<file path="src/rtl/adc_resp_pkg.sv">
package adc_resp_pkg;

    localparam int BYTE_BITS = 8;
    localparam int CNT_W     = $clog2(BYTE_BITS + 1);

    typedef enum logic [2:0] {
        ST_IDLE,
        ST_ADDR,
        ST_ADDR_ACK,
        ST_WR_BYTE,
        ST_WR_ACK,
        ST_RD_BYTE,
        ST_RD_ACK,
        ST_IGNORE
    } resp_state_e;

endpackage

</file>
<file path="src/rtl/i2c_line_sync.sv">
// Brings both bus lines into the clock domain and flags edges and bus conditions.
module i2c_line_sync #(
    parameter int STAGES = 2
) (
    input  logic clk,
    input  logic rst_n,
    input  logic scl_in,
    input  logic sda_in,
    output logic scl_lvl,
    output logic sda_lvl,
    output logic scl_rise,
    output logic scl_fall,
    output logic start_det,
    output logic stop_det
);

    logic [STAGES-1:0] scl_pipe;
    logic [STAGES-1:0] sda_pipe;
    logic              scl_prev;
    logic              sda_prev;

    // Idle bus is high on both lines, so reset to 1 to avoid false conditions.
    always_ff @(posedge clk or negedge rst_n) begin
        if (!rst_n) begin
            scl_pipe <= '1;
            sda_pipe <= '1;
            scl_prev <= 1'b1;
            sda_prev <= 1'b1;
        end else begin
            scl_pipe <= {scl_pipe[STAGES-2:0], scl_in};
            sda_pipe <= {sda_pipe[STAGES-2:0], sda_in};
            scl_prev <= scl_pipe[STAGES-1];
            sda_prev <= sda_pipe[STAGES-1];
        end
    end

    always_comb begin
        scl_lvl   = scl_pipe[STAGES-1];
        sda_lvl   = sda_pipe[STAGES-1];
        scl_rise  = scl_lvl & ~scl_prev;
        scl_fall  = ~scl_lvl & scl_prev;
        start_det = scl_lvl & scl_prev & sda_prev & ~sda_lvl;
        stop_det  = scl_lvl & scl_prev & ~sda_prev & sda_lvl;
    end

endmodule

</file>
<file path="src/rtl/i2c_resp_fsm.sv">
// Byte-level protocol engine of the converter responder.
module i2c_resp_fsm
    import adc_resp_pkg::*;
#(
    parameter logic [6:0] DEV_ADDR = 7'b0110110,
    parameter int         SAMPLE_W = 10
) (
    input  logic                clk,
    input  logic                rst_n,
    input  logic                scl_lvl,
    input  logic                sda_lvl,
    input  logic                scl_rise,
    input  logic                scl_fall,
    input  logic                start_det,
    input  logic                stop_det,
    input  logic [SAMPLE_W-1:0] sample_in,
    output logic                sda_pull,
    output logic [7:0]          setup_reg,
    output logic [7:0]          config_reg,
    output logic                bus_err,
    output logic                xfer_done
);

    localparam int                WORD_W   = 2 * BYTE_BITS;
    localparam int                PAD_W    = WORD_W - SAMPLE_W;
    localparam logic [CNT_W-1:0]  LAST_BIT = CNT_W'(BYTE_BITS);
    localparam logic [CNT_W-1:0]  ERR_MIN  = CNT_W'(2);

    resp_state_e           state, state_n;
    logic [CNT_W-1:0]      bit_cnt;
    logic [7:0]            rx_q;
    logic [7:0]            tx_q;
    logic [SAMPLE_W-1:0]   sample_q;
    logic                  lo_next_q;
    logic                  ack_q;
    logic                  addressed_q;
    logic [7:0]            setup_q;
    logic [7:0]            config_q;
    logic                  bus_err_q;
    logic                  done_q;
    logic                  addr_hit;
    logic                  in_byte;
    logic                  byte_end;
    logic [WORD_W-1:0]     word;

    always_comb begin
        addr_hit = (rx_q[7:1] == DEV_ADDR);
        in_byte  = (state == ST_ADDR) || (state == ST_WR_BYTE) || (state == ST_RD_BYTE);
        byte_end = scl_fall && (bit_cnt == LAST_BIT);
        word     = {{PAD_W{1'b0}}, sample_q};
    end

    // Next-state logic
    always_comb begin
        state_n = state;
        if (stop_det) begin
            state_n = ST_IDLE;
        end else if (start_det) begin
            state_n = ST_ADDR;
        end else begin
            unique case (state)
                ST_IDLE:     state_n = ST_IDLE;
                ST_ADDR:     if (byte_end) state_n = addr_hit ? ST_ADDR_ACK : ST_IGNORE;
                ST_ADDR_ACK: if (scl_fall) state_n = rx_q[0] ? ST_RD_BYTE : ST_WR_BYTE;
                ST_WR_BYTE:  if (byte_end) state_n = ST_WR_ACK;
                ST_WR_ACK:   if (scl_fall) state_n = ST_WR_BYTE;
                ST_RD_BYTE:  if (byte_end) state_n = ST_RD_ACK;
                ST_RD_ACK:   if (scl_fall) state_n = ack_q ? ST_RD_BYTE : ST_IGNORE;
                ST_IGNORE:   state_n = ST_IGNORE;
            endcase
        end
    end

    // State register
    always_ff @(posedge clk or negedge rst_n) begin
        if (!rst_n) state <= ST_IDLE;
        else        state <= state_n;
    end

    // Bit counter, shifters, stored registers and event pulses
    always_ff @(posedge clk or negedge rst_n) begin
        if (!rst_n) begin
            bit_cnt     <= '0;
            rx_q        <= '0;
            tx_q        <= '1;
            sample_q    <= '0;
            lo_next_q   <= 1'b0;
            ack_q       <= 1'b0;
            addressed_q <= 1'b0;
            setup_q     <= '0;
            config_q    <= '0;
            bus_err_q   <= 1'b0;
            done_q      <= 1'b0;
        end else begin
            bus_err_q <= (start_det || stop_det) && in_byte && (bit_cnt >= ERR_MIN);
            done_q    <= stop_det && addressed_q;
            if (start_det || stop_det) begin
                bit_cnt     <= '0;
                addressed_q <= 1'b0;
            end else begin
                if (scl_rise) begin
                    if (in_byte && (bit_cnt < LAST_BIT))
                        bit_cnt <= bit_cnt + 1'b1;
                    if (((state == ST_ADDR) || (state == ST_WR_BYTE)) && (bit_cnt < LAST_BIT))
                        rx_q <= {rx_q[6:0], sda_lvl};
                    if (state == ST_RD_ACK)
                        ack_q <= ~sda_lvl;
                end
                if (scl_fall) begin
                    if ((state == ST_ADDR) && (bit_cnt == LAST_BIT) && addr_hit) begin
                        addressed_q <= 1'b1;
                        if (rx_q[0]) sample_q <= sample_in;
                    end
                    if ((state == ST_ADDR_ACK) || (state == ST_WR_ACK) || (state == ST_RD_ACK))
                        bit_cnt <= '0;
                    if (state == ST_ADDR_ACK) begin
                        tx_q      <= word[WORD_W-1:BYTE_BITS];
                        lo_next_q <= 1'b1;
                    end
                    if ((state == ST_WR_BYTE) && (bit_cnt == LAST_BIT)) begin
                        if (rx_q[7]) setup_q  <= rx_q;
                        else         config_q <= rx_q;
                    end
                    if ((state == ST_RD_BYTE) && (bit_cnt < LAST_BIT))
                        tx_q <= {tx_q[6:0], 1'b1};
                    if ((state == ST_RD_ACK) && ack_q) begin
                        tx_q      <= lo_next_q ? word[BYTE_BITS-1:0] : word[WORD_W-1:BYTE_BITS];
                        lo_next_q <= ~lo_next_q;
                    end
                end
            end
        end
    end

    // Outputs
    always_comb begin
        sda_pull   = (state == ST_ADDR_ACK) || (state == ST_WR_ACK) ||
                     ((state == ST_RD_BYTE) && !tx_q[7]);
        setup_reg  = setup_q;
        config_reg = config_q;
        bus_err    = bus_err_q;
        xfer_done  = done_q;
    end

    AST_DRIVE_ONLY_SCL_LOW: assert property (@(posedge clk) disable iff (!rst_n)
        (!$stable(sda_pull) && !$past(start_det || stop_det)) |-> !scl_lvl);

    AST_ACK_AFTER_EIGHT: assert property (@(posedge clk) disable iff (!rst_n)
        (state == ST_WR_ACK && $past(state) == ST_WR_BYTE) |-> $past(bit_cnt) == LAST_BIT);

    AST_SETUP_MSB_SET: assert property (@(posedge clk) disable iff (!rst_n)
        !$stable(setup_q) |-> setup_q[7]);

    AST_CONFIG_MSB_CLEAR: assert property (@(posedge clk) disable iff (!rst_n)
        !$stable(config_q) |-> !config_q[7]);

    AST_SAMPLE_FROZEN: assert property (@(posedge clk) disable iff (!rst_n)
        ((state == ST_RD_BYTE || state == ST_RD_ACK) &&
         $past(state == ST_RD_BYTE || state == ST_RD_ACK)) |-> $stable(sample_q));

    AST_ERR_ON_CONDITION: assert property (@(posedge clk) disable iff (!rst_n)
        bus_err |-> (state == ST_ADDR || state == ST_IDLE));

    AST_DONE_IN_IDLE: assert property (@(posedge clk) disable iff (!rst_n)
        xfer_done |-> state == ST_IDLE);

endmodule

</file>
<file path="src/rtl/adc_i2c_responder.sv">
module adc_i2c_responder #(
    parameter logic [6:0] DEV_ADDR    = 7'b0110110,
    parameter int         SAMPLE_W    = 10,
    parameter int         SYNC_STAGES = 2
) (
    input  logic                clk,
    input  logic                rst_n,
    input  logic                scl_in,
    input  logic                sda_in,
    input  logic [SAMPLE_W-1:0] sample_in,
    output logic                sda_pull,
    output logic [7:0]          setup_reg,
    output logic [7:0]          config_reg,
    output logic                bus_err,
    output logic                xfer_done
);

    logic scl_lvl, sda_lvl, scl_rise, scl_fall, start_det, stop_det;

    i2c_line_sync #(
        .STAGES (SYNC_STAGES)
    ) i_line_sync (
        .clk       (clk),
        .rst_n     (rst_n),
        .scl_in    (scl_in),
        .sda_in    (sda_in),
        .scl_lvl   (scl_lvl),
        .sda_lvl   (sda_lvl),
        .scl_rise  (scl_rise),
        .scl_fall  (scl_fall),
        .start_det (start_det),
        .stop_det  (stop_det)
    );

    i2c_resp_fsm #(
        .DEV_ADDR (DEV_ADDR),
        .SAMPLE_W (SAMPLE_W)
    ) i_fsm (
        .clk        (clk),
        .rst_n      (rst_n),
        .scl_lvl    (scl_lvl),
        .sda_lvl    (sda_lvl),
        .scl_rise   (scl_rise),
        .scl_fall   (scl_fall),
        .start_det  (start_det),
        .stop_det   (stop_det),
        .sample_in  (sample_in),
        .sda_pull   (sda_pull),
        .setup_reg  (setup_reg),
        .config_reg (config_reg),
        .bus_err    (bus_err),
        .xfer_done  (xfer_done)
    );

endmodule

</file>
<file path="config.mk">
export PLATFORM = sky130hd
export DESIGN_NAME = adc_i2c_responder
export DESIGN_NICKNAME = d
export VERILOG_FILES = /design/src/rtl/adc_resp_pkg.sv /design/src/rtl/i2c_line_sync.sv /design/src/rtl/i2c_resp_fsm.sv /design/src/rtl/adc_i2c_responder.sv
export SDC_FILE = /design/constraint.sdc
export NUM_CORES = 1
export LEC_CHECK = 0
export BUFFER_PORTS_ARGS = -buffer_cell sky130_fd_sc_hd__buf_4
export CORE_AREA = 4 4 87 89
export DETAILED_ROUTE_END_ITERATION = 7
export DIE_AREA = 0 0 91 93
export GPL_TIMING_DRIVEN = 0
export PLACE_DENSITY = 0.63
export REMOVE_ABC_BUFFERS = 1
export SETUP_SLACK_MARGIN = 0.05
export SLEW_MARGIN = 20
export SYNTH_ARGS = -nofsm -noshare
export SYNTH_HDL_FRONTEND = slang
export SYNTH_SLANG_ARGS = --single-unit
</file>
<file path="constraint.sdc">
create_clock -name clk -period 2.95 [get_ports clk]
set_clock_uncertainty 0.1 [all_clocks]
set_input_delay 0.1475 -clock clk [delete_from_list [all_inputs] [get_ports clk]]
set_output_delay 0.1475 -clock clk [all_outputs]
set_load 0.01 [all_outputs]
</file>
Word-level counts from Yosys, hierarchy flattened

Cells that the tools add are included.

Register bits: 59
Output and inout port bits: 19
Word-level logic and storage cells: 107

$add $sub $neg: 1
$lt $le $gt $ge: 2
Equality and inequality tests: 15
Mux-type cells: 26
Bitwise operators: 14
Reduce and logical (&&, ||, !) cells: 33

Operator list:

| cell                                                              | count |
|---|---|
| two-way mux 8 bit                                                 | 4 |
| two-way mux 3 bit                                                 | 10 |
| != test 4 x 1 -> 1 bit, second input constant                     | 6 |
| one-hot mux 3 bit (8 select lines)                                | 1 |
| two-way mux 4 bit                                                 | 5 |
| == test 3 bit, second input constant                              | 4 |
| logical AND 1 bit                                                 | 12 |
| AND reduction 3 bit                                               | 4 |
| AND reduction 4 bit                                               | 3 |
| bitwise AND 1 bit                                                 | 7 |
| == test 7 x 6 -> 1 bit, second input constant                     | 1 |
| inverter 1 bit                                                    | 7 |
| == test 3 x 2 -> 1 bit, second input constant                     | 2 |
| logical OR 1 bit                                                  | 6 |
| AND reduction 6 bit                                               | 1 |
| nonzero test 2 bit                                                | 3 |
| two-way mux 1 bit                                                 | 5 |
| adder 4 x 1 -> 4 bit, second input constant                       | 1 |
| == test 4 bit, second input constant                              | 1 |
| greater-or-equal comparator 4 x 2 -> 1 bit, second input constant | 1 |
| less-than comparator 4 bit, second input constant                 | 1 |
| == test 3 x 1 -> 1 bit, second input constant                     | 1 |
| zero test 3 bit                                                   | 1 |
| nonzero test 3 bit                                                | 1 |
| other kinds (3)                                                   | 3 |

Depth between registers and ports, before layout

Gate-level depths: netlist of run 1.

Word-level depth: 9
Gate-level depth with buffers: 6
Mapped depth without buffers: 5

Hierarchy

A second synthesis of run 1 with hierarchy kept.

Cell total of the unflattened synthesis: 199
Area total of the unflattened synthesis: 2685.1 um^2

By module, submodules not included:

| module        | times used | cells an instance | area an instance (um^2) | sequential area each (um^2) |
|---|---|---|---|---|
| i2c_resp_fsm  | 1          | 189               | 2494.9                  | 1336.3 |
| i2c_line_sync | 1          | 10                | 190.2                   | 157.7 |

Worst setup path after synthesis of run 1

No wires, ideal clock.

Path type: register to register
Start: register i_fsm.bit_cnt[2]
End: register i_fsm.setup_q[0], in the netlist i_fsm.setup_reg[0]
Arrival: 1.826 ns
Slack: 0.899 ns
Cell stages (with the launch flop): 6
Path buffers: 1
Period minus slack after synthesis: 2.051 ns
Cells stage by stage: dfrtp_1 > nor4b_4 > nand3_2 > or4b_1 > buf_4 > mux2_4

Cells in the longest elaborated chain, start to end: 3

RTL lines:

| element                              | line                | text |
|---|---|---|
| start: declaration                   | i2c_resp_fsm.sv:30  | `logic [CNT_W-1:0] bit_cnt;` |
| start signal: assignment             | i2c_resp_fsm.sv:103 | `bit_cnt <= bit_cnt + 1'b1;` |
| == test 4 bit                        | i2c_resp_fsm.sv:120 | `if ((state == ST_WR_BYTE) && (bit_cnt == LAST_BIT)) begin` |
| logical AND 1 bit                    | i2c_resp_fsm.sv:120 |  |
| AND reduction 4 bit (no source line) | n/a                 |  |
| end signal: assignment               | i2c_resp_fsm.sv:121 | `if (rx_q[7]) setup_q <= rx_q;` |
| end: declaration                     | i2c_resp_fsm.sv:37  | `logic [7:0] setup_q;` |

No other way between the ends.
A chain may end at the register's enable or synchronous reset.

Worst setup path after layout of run 1

Start: register i_fsm.bit_cnt[3]
End: register i_fsm.setup_q[6], in the netlist i_fsm.setup_reg[6]

Same word-level chain as after synthesis.

==> flow_summary.ini, run 1 <==
[clocking]
root_buffer = clkbuf_8
cts_tree = built
worst_skew_pair.late_latency_ns = 0.33
postCtsResizedCells = 0
path_clk_slew_ns = 0.07
cts_buffers = 9
clkSinkCount = 59
htree_levels = 3
clockBufferDepth = 2

[setup_path]
rr_startpoint = i_fsm.bit_cnt[3]
crit_chain = nor4b_4 > nand3_2 > or4b_1 > mux2_4
criticalPathCategory = reg -> reg
cp.arrival_ns = 2.49
rr_endpoint = i_fsm.setup_reg[6]
path_max_fanout = 8
cp.required_ns = 3.07
cp-start-kind = register
worst_path_largest_cell_delay_ns = 0.78
reg2reg_depth = 4
reg2reg_setup_slack_ns = 0.58
worst_setup_path_end_kind = register
slowest_stage = or4b_1

[die]
initial_core_util = 0.395
io_pins = 33
die_h_um = 93
coreArea_um2 = 6760
die-area_um2 = 8460
die-width_um = 91
rows = 30

[timing]
maxSlewViolCount = 0
timing.hold.ws_ns = 0.256
fmax_ghz = 0.423
setup_viol = 0
fin_ws_ns = 0.584
max_slew.worst_pin.slew_ns = 0.966
rsz0062_at_grt = false
min_period_ns = 2.37
period_share = 0.802
final_hold_viol_count = 0
relSlewSlack = 0.351

[global_routing]
grt.overflow.total = 0
antenna_found_initial = 0
grt_max_degree = 60
grt_usage = 0.133
grt_pass1_vias = 1800
grt_pass1_wl_mm = 8.92

[synth]
netlist_area_um2 = 2670
syn_inst = 204
synth_async_sr_flop_share = 1.00
synth-main-ff-cell = dfrtp_1
yosysTopAreaCell = dfrtp_1
synthTopCellsByArea = dfrtp_1, dfstp_2, mux2_2
syn_avg_cell_area_um2 = 13.1
yosysSeqAreaShare = 0.560
ys.warnings.count = 0
netlist.area_leader.share = 0.422
yosys_register_bits = 59
ys_types = 49
synth_edf_count = 0

[final_layout]
diodes = 0
syn2layout_area_growth_pct = 24.3
final_nets = 267
final_cells = 336
top_register = i_fsm.sample_q
fin_util = 0.491
fillers = 608
drive_above_1_share = 0.406
largest_register_ffs = 10
multi_input_area_um2 = 1120
regArea_um2 = 1490

[pwr]
leakagePower_uw = 0.00150
power_density_nw_per_um2 = 613
ir_drop_uv = 370

[placement]
dp_hpwl_mm = 3.22
port_buffers = 31
place_inst = 307
pre_cts_slack_ns = 0.560
gp_congestion = 0.777

[routing]
ant_nets = 0
vias = 1782
drt-pass1-iter-count = 4
drt-wirelength-per-cell_um = 15.0
routed_via_density = 5.30
routed_wl_mm = 5.04
drt_iter0_drc = 131
drc = 0

[min_path]
whs_endpoint = i_line_sync.sda_pipe[1]
holdPathStages = 0
hp-start = i_line_sync.sda_pipe[0]
hold_path.class = reg -> reg

[status]
status = finished, final reports clean

[job]
maxCapViolations = 0
==> layer usage <==
layer | GRT usage | wire length (µm) | up-vias
li1 | - | - | 850
met1 | 0.180 | 2410 | 886
met2 | 0.198 | 2340 | 38
met3 | 0.0322 | 182 | 8
met4 | 0.0716 | 109 | 0
met5 | 0 | 0 | -
==> critical path: cells and delay by family (launching register included) <==
family           cells  cell delay (ns)
and+or+nand+nor      3             1.27
DFF                  1             0.49
muxes                1             0.39
==> placed cells by master (no fill, tap or decap), types with 2 or more instances in the layout <==
cell type      count
mux2i_1            2
nand4b_1           2
dlygate4sd3_1     13
a22o_1             6
dfstp_2           14
mux2_4             7
nor3b_1            2
o31ai_1            2
nand3_1            4
buf_4             31
nor2_1             8
inv_1              5
and4b_1            2
clkbuf_1           2
o21ai_0            9
xnor2_1            2
clkbuf_8          13
o21a_1             2
ha_1               2
nand2b_1           7
nand2_1            2
dfrtp_1           45
and2_1             2
nor3_1             4
nor4_2             2
a31oi_1            2
mux2_2            31
a21oi_1            5
nor4_1             2
and3_1             3
==> worst max-delay path by stage <==
stage | startpoint | to | slack, ns | cells after the start
after global routing | i_fsm.state[2] | i_fsm.sample_q[4] | 0.42 | 3
after detailed placement | i_fsm.bit_cnt[1] | i_fsm.setup_reg[6] | 0.56 | 4
after global placement | i_fsm.state[0] | i_fsm.tx_q[1] | -0.08 | 3
after floorplan | i_fsm.state[0] | i_fsm.tx_q[1] | 0.59 | 3
final | i_fsm.bit_cnt[3] | i_fsm.setup_reg[6] | 0.58 | 4
after CTS | i_fsm.bit_cnt[1] | i_fsm.setup_reg[6] | 0.55 | 4
==> report_power, final <==
part / internal (µW) / switching [µW] / total (µW)
Sequential: 885 / 130 / 1010
Clock: 484 / 302 / 785
Combinational: 134 / 99.0 / 233
==> cell families (layout without fill, tap and decap cells) <==
| group | after synthesis | after routing | share of synthesized area |
|---|---|---|---|
| muxes | 40 | 40 | 0.178 |
| DFF | 59 | 59 | 0.560 |
| adders and majority gates | 2 | 2 | 0.00937 |
| buffers and inverters | 14 | 66 | 0.0230 |
| AOI/OAI and AO/OA | 36 | 36 | 0.0947 |
| xor gates and xnor gates | 3 | 3 | 0.00984 |
| other | 1 | 1 | 0.00140 |
| and+or+nand+nor | 49 | 49 | 0.125 |
==> synthesized netlist by cell type (2+ instances only) <==
cell type / number
a21oi_1: 5
a22o_1: 6
a31oi_1: 2
and2_1: 2
and3_1: 3
and4b_1: 2
buf_4: 2
clkbuf_1: 6
dfrtp_1: 45
dfstp_2: 14
ha_1: 2
inv_1: 5
mux2_2: 31
mux2_4: 7
mux2i_1: 2
nand2_1: 2
nand2b_1: 7
nand3_1: 4
nand4b_1: 2
nor2_1: 8
nor3_1: 4
nor3b_1: 2
nor4_1: 2
nor4_2: 2
nor4bb_1: 2
o21a_1: 2
o21ai_0: 9
o31ai_1: 2
xnor2_1: 2
==> area by class of cell <==
| class | count | area share |
|---|---|---|
| sequential | 59 | 0.450 |
| multi-input combinational | 131 | 0.338 |
| timing repair buffer | 45 | 0.111 |
| clock buffer | 15 | 0.0562 |
| tap | 80 | 0.0302 |
| clock inverter | 1 | 0.00905 |
| inverter | 5 | 0.00566 |
==> what timing repair did <==
item                                   CTS  global route
hold buffers                            13             0
buffers inserted                         0             0
endpoints found under the hold margin   57             0
setup endpoints to repair                0             0
==> through the flow <==
| stage | area (µm²) | power [µW] | TNS (ns) |
|---|---|---|---|
| detailed placement | 2970 | 1250 | 0 |
| CTS | 3320 | 2060 | 0 |
| global placement | 2960 | 1240 | -0.484 |
| global route | 3320 | 2150 | 0 |
| finish | 3320 | 2030 | 0 |
| floorplan | 2630 | 1150 | 0 |
(Power assumes the default switching activity.)
==> run 2: changes to the inputs <==
==> constraint.sdc (replaced) <==
create_clock -name clk -period 2.4 [get_ports clk]
set_clock_uncertainty 0.1 [all_clocks]
set_input_delay 0.12 -clock clk [delete_from_list [all_inputs] [get_ports clk]]
set_output_delay 0.12 -clock clk [all_outputs]
set_load 0.01 [all_outputs]
==> run 2 against run 1 <==
Compared with the run above: fmax is 3.2% higher; design area rose by 1.1%; critical path depth unchanged; highest routed layer unchanged; count of clock-buffer cells in the layout did not move; combinational power is 27% higher; core utilization is 0.56 points higher; sequential power grew 24%; die area stayed put; non-clock buffer count increased by 1; wire length is 0.52% lower; cell count increased by 0.30%; flip-flop and latch count is the same.
==> flow_summary.ini, run 2 (same netlist as run 1, synthesis figures left out) <==
[clocking]
worst_skew_pair.late_latency_ns = 0.33
cts_buffers = 9
cts_tree = built
root_buffer = clkbuf_8
clockBufferDepth = 2
clkSinkCount = 59
path_clk_slew_ns = 0.06
htree_levels = 3

[placement]
dp_hpwl_mm = 3.22
place_inst = 307
place_area_um2 = 2970
gp_congestion = 0.777
port_buffers = 31

[routing]
routed_via_density = 5.20
drt_iter0_drc = 113
drt-wirelength-per-cell_um = 14.9
ant_nets = 0
routed_wl_mm = 5.02
drt-pass1-iter-count = 4
vias = 1753
drc = 0

[timing]
min_period_ns = 2.29
timing.hold.ws_ns = 0.256
rsz0062_at_grt = false
maxSlewViolCount = 0
fmax_ghz = 0.436
setup_tns_ns = 0
setup_viol = 0
max_slew.worst_pin.slew_ns = 0.709
final_hold_viol_count = 0
period_share = 0.956
relSlewSlack = 0.528

[pwr]
switching_power_uw = 653
combPwrFrac = 0.118
p_seq_frac = 0.498
power_density_nw_per_um2 = 746
p_int_uw = 1850
pwr-share-clk = 0.384
ir_drop_uv = 453
swShare = 0.261
leakagePower_uw = 0.00150

[die]
die_h_um = 93
die-area_um2 = 8460
initial_core_util = 0.395
coreArea_um2 = 6760
io_pins = 33
rows = 30
die-width_um = 91

[global_routing]
grt_pass1_wl_mm = 8.92
grt_max_degree = 60
grt_usage = 0.133
grt.overflow.total = 0
antenna_found_initial = 0
grt_pass1_vias = 1799

[final_layout]
top_register = i_fsm.sample_q
layout_commonest_cell = dfrtp_1
syn2layout_area_growth_pct = 25.7
final_cells = 337
fillers = 600
final_area_um2 = 3360
final_nets = 268
diodes = 0
drive_above_1_share = 0.412
final_cell_mix = dfrtp_1, buf_4, mux2_2
largest_register_ffs = 10

[job]
maxCapViolations = 0

[setup_path]
worst_path_largest_cell_delay_ns = 0.67
crit_chain = nor4b_4 > nand3_2 > or4b_4 > mux2_4
slowest_stage = or4b_4
path_max_fanout = 8
cp.required_ns = 2.52
cp-start-kind = register
worst_setup_path_end_kind = register
criticalPathCategory = reg -> reg
cp.arrival_ns = 2.41

[status]
status = finished, final reports clean

[min_path]
hold_path.class = reg -> reg
## run 2: final timing paths
path                                    startpoint                 endpoint  slack (ns)  cells after the start
setup / recovery                  i_fsm.bit_cnt[3]       i_fsm.setup_reg[6]        0.11                      4
hold / removal             i_line_sync.sda_pipe[0]  i_line_sync.sda_pipe[1]        0.26                      0
setup reg to reg                  i_fsm.bit_cnt[3]       i_fsm.setup_reg[6]        0.11                      4
hold reg to reg            i_line_sync.sda_pipe[0]  i_line_sync.sda_pipe[1]        0.26                      0
max in group asynchronous                    rst_n        i_fsm.sample_q[3]        1.45                      2
min in group asynchronous                    rst_n      i_fsm.config_reg[3]        0.27                      2
## run 2: per-layer routing
layer  global-route usage  vias up  routed length, µm
li1                     -      852                  -
met1                0.180      865               2430
met2                0.198       27               2270
met3               0.0322        9                183
met4               0.0716        0                133
met5                    0        -                  0
## run 2: through the flow
step	utilization	setup slack, ns	power (µW)
2_1_floorplan	-	0.0388	1410
3_3_place_gp	0.438	-0.635	1530
3_5_place_dp	0.440	0.0100	1540
4_1_cts	0.493	0.0508	2530
5_1_grt	0.497	0.0573	2650
6_report	0.497	0.107	2500
## run 2: critical path, delay by kind of cell (launching register included)
kind	cells	cell delay (ns)
DFF	1	0.55
and+or+nand+nor	3	1.20
muxes	1	0.34
## run 2: area by class of cell
type,count,area [µm²],share of cell area
flip-flops and latches,59,1490,0.445
repair buffers,46,375,0.112
multi-input cells,131,1150,0.343
clock buffers,15,186,0.0556
well taps,80,100,0.0298
inverters,5,18.8,0.00559
clock inverters,1,30.0,0.00895
## run 2: power groups by stage
stage | combinational, µW | sequential (µW) | clock, µW
CTS | 290 | 1250 | 997
finish | 295 | 1250 | 962
floorplan | 205 | 1210 | 0
global route | 335 | 1270 | 1050
detailed placement | 272 | 1260 | 0
global placement | 267 | 1260 | 0
## run 2: what timing repair did
action | in CTS | in global routing
setup buffers | 0 | 1
pin swaps | 0 | 1
hold buffers | 13 | 0
setup endpoints to repair | 14 | 24
endpoints found under the hold margin | 57 | 0
resized for setup | 2 | 2
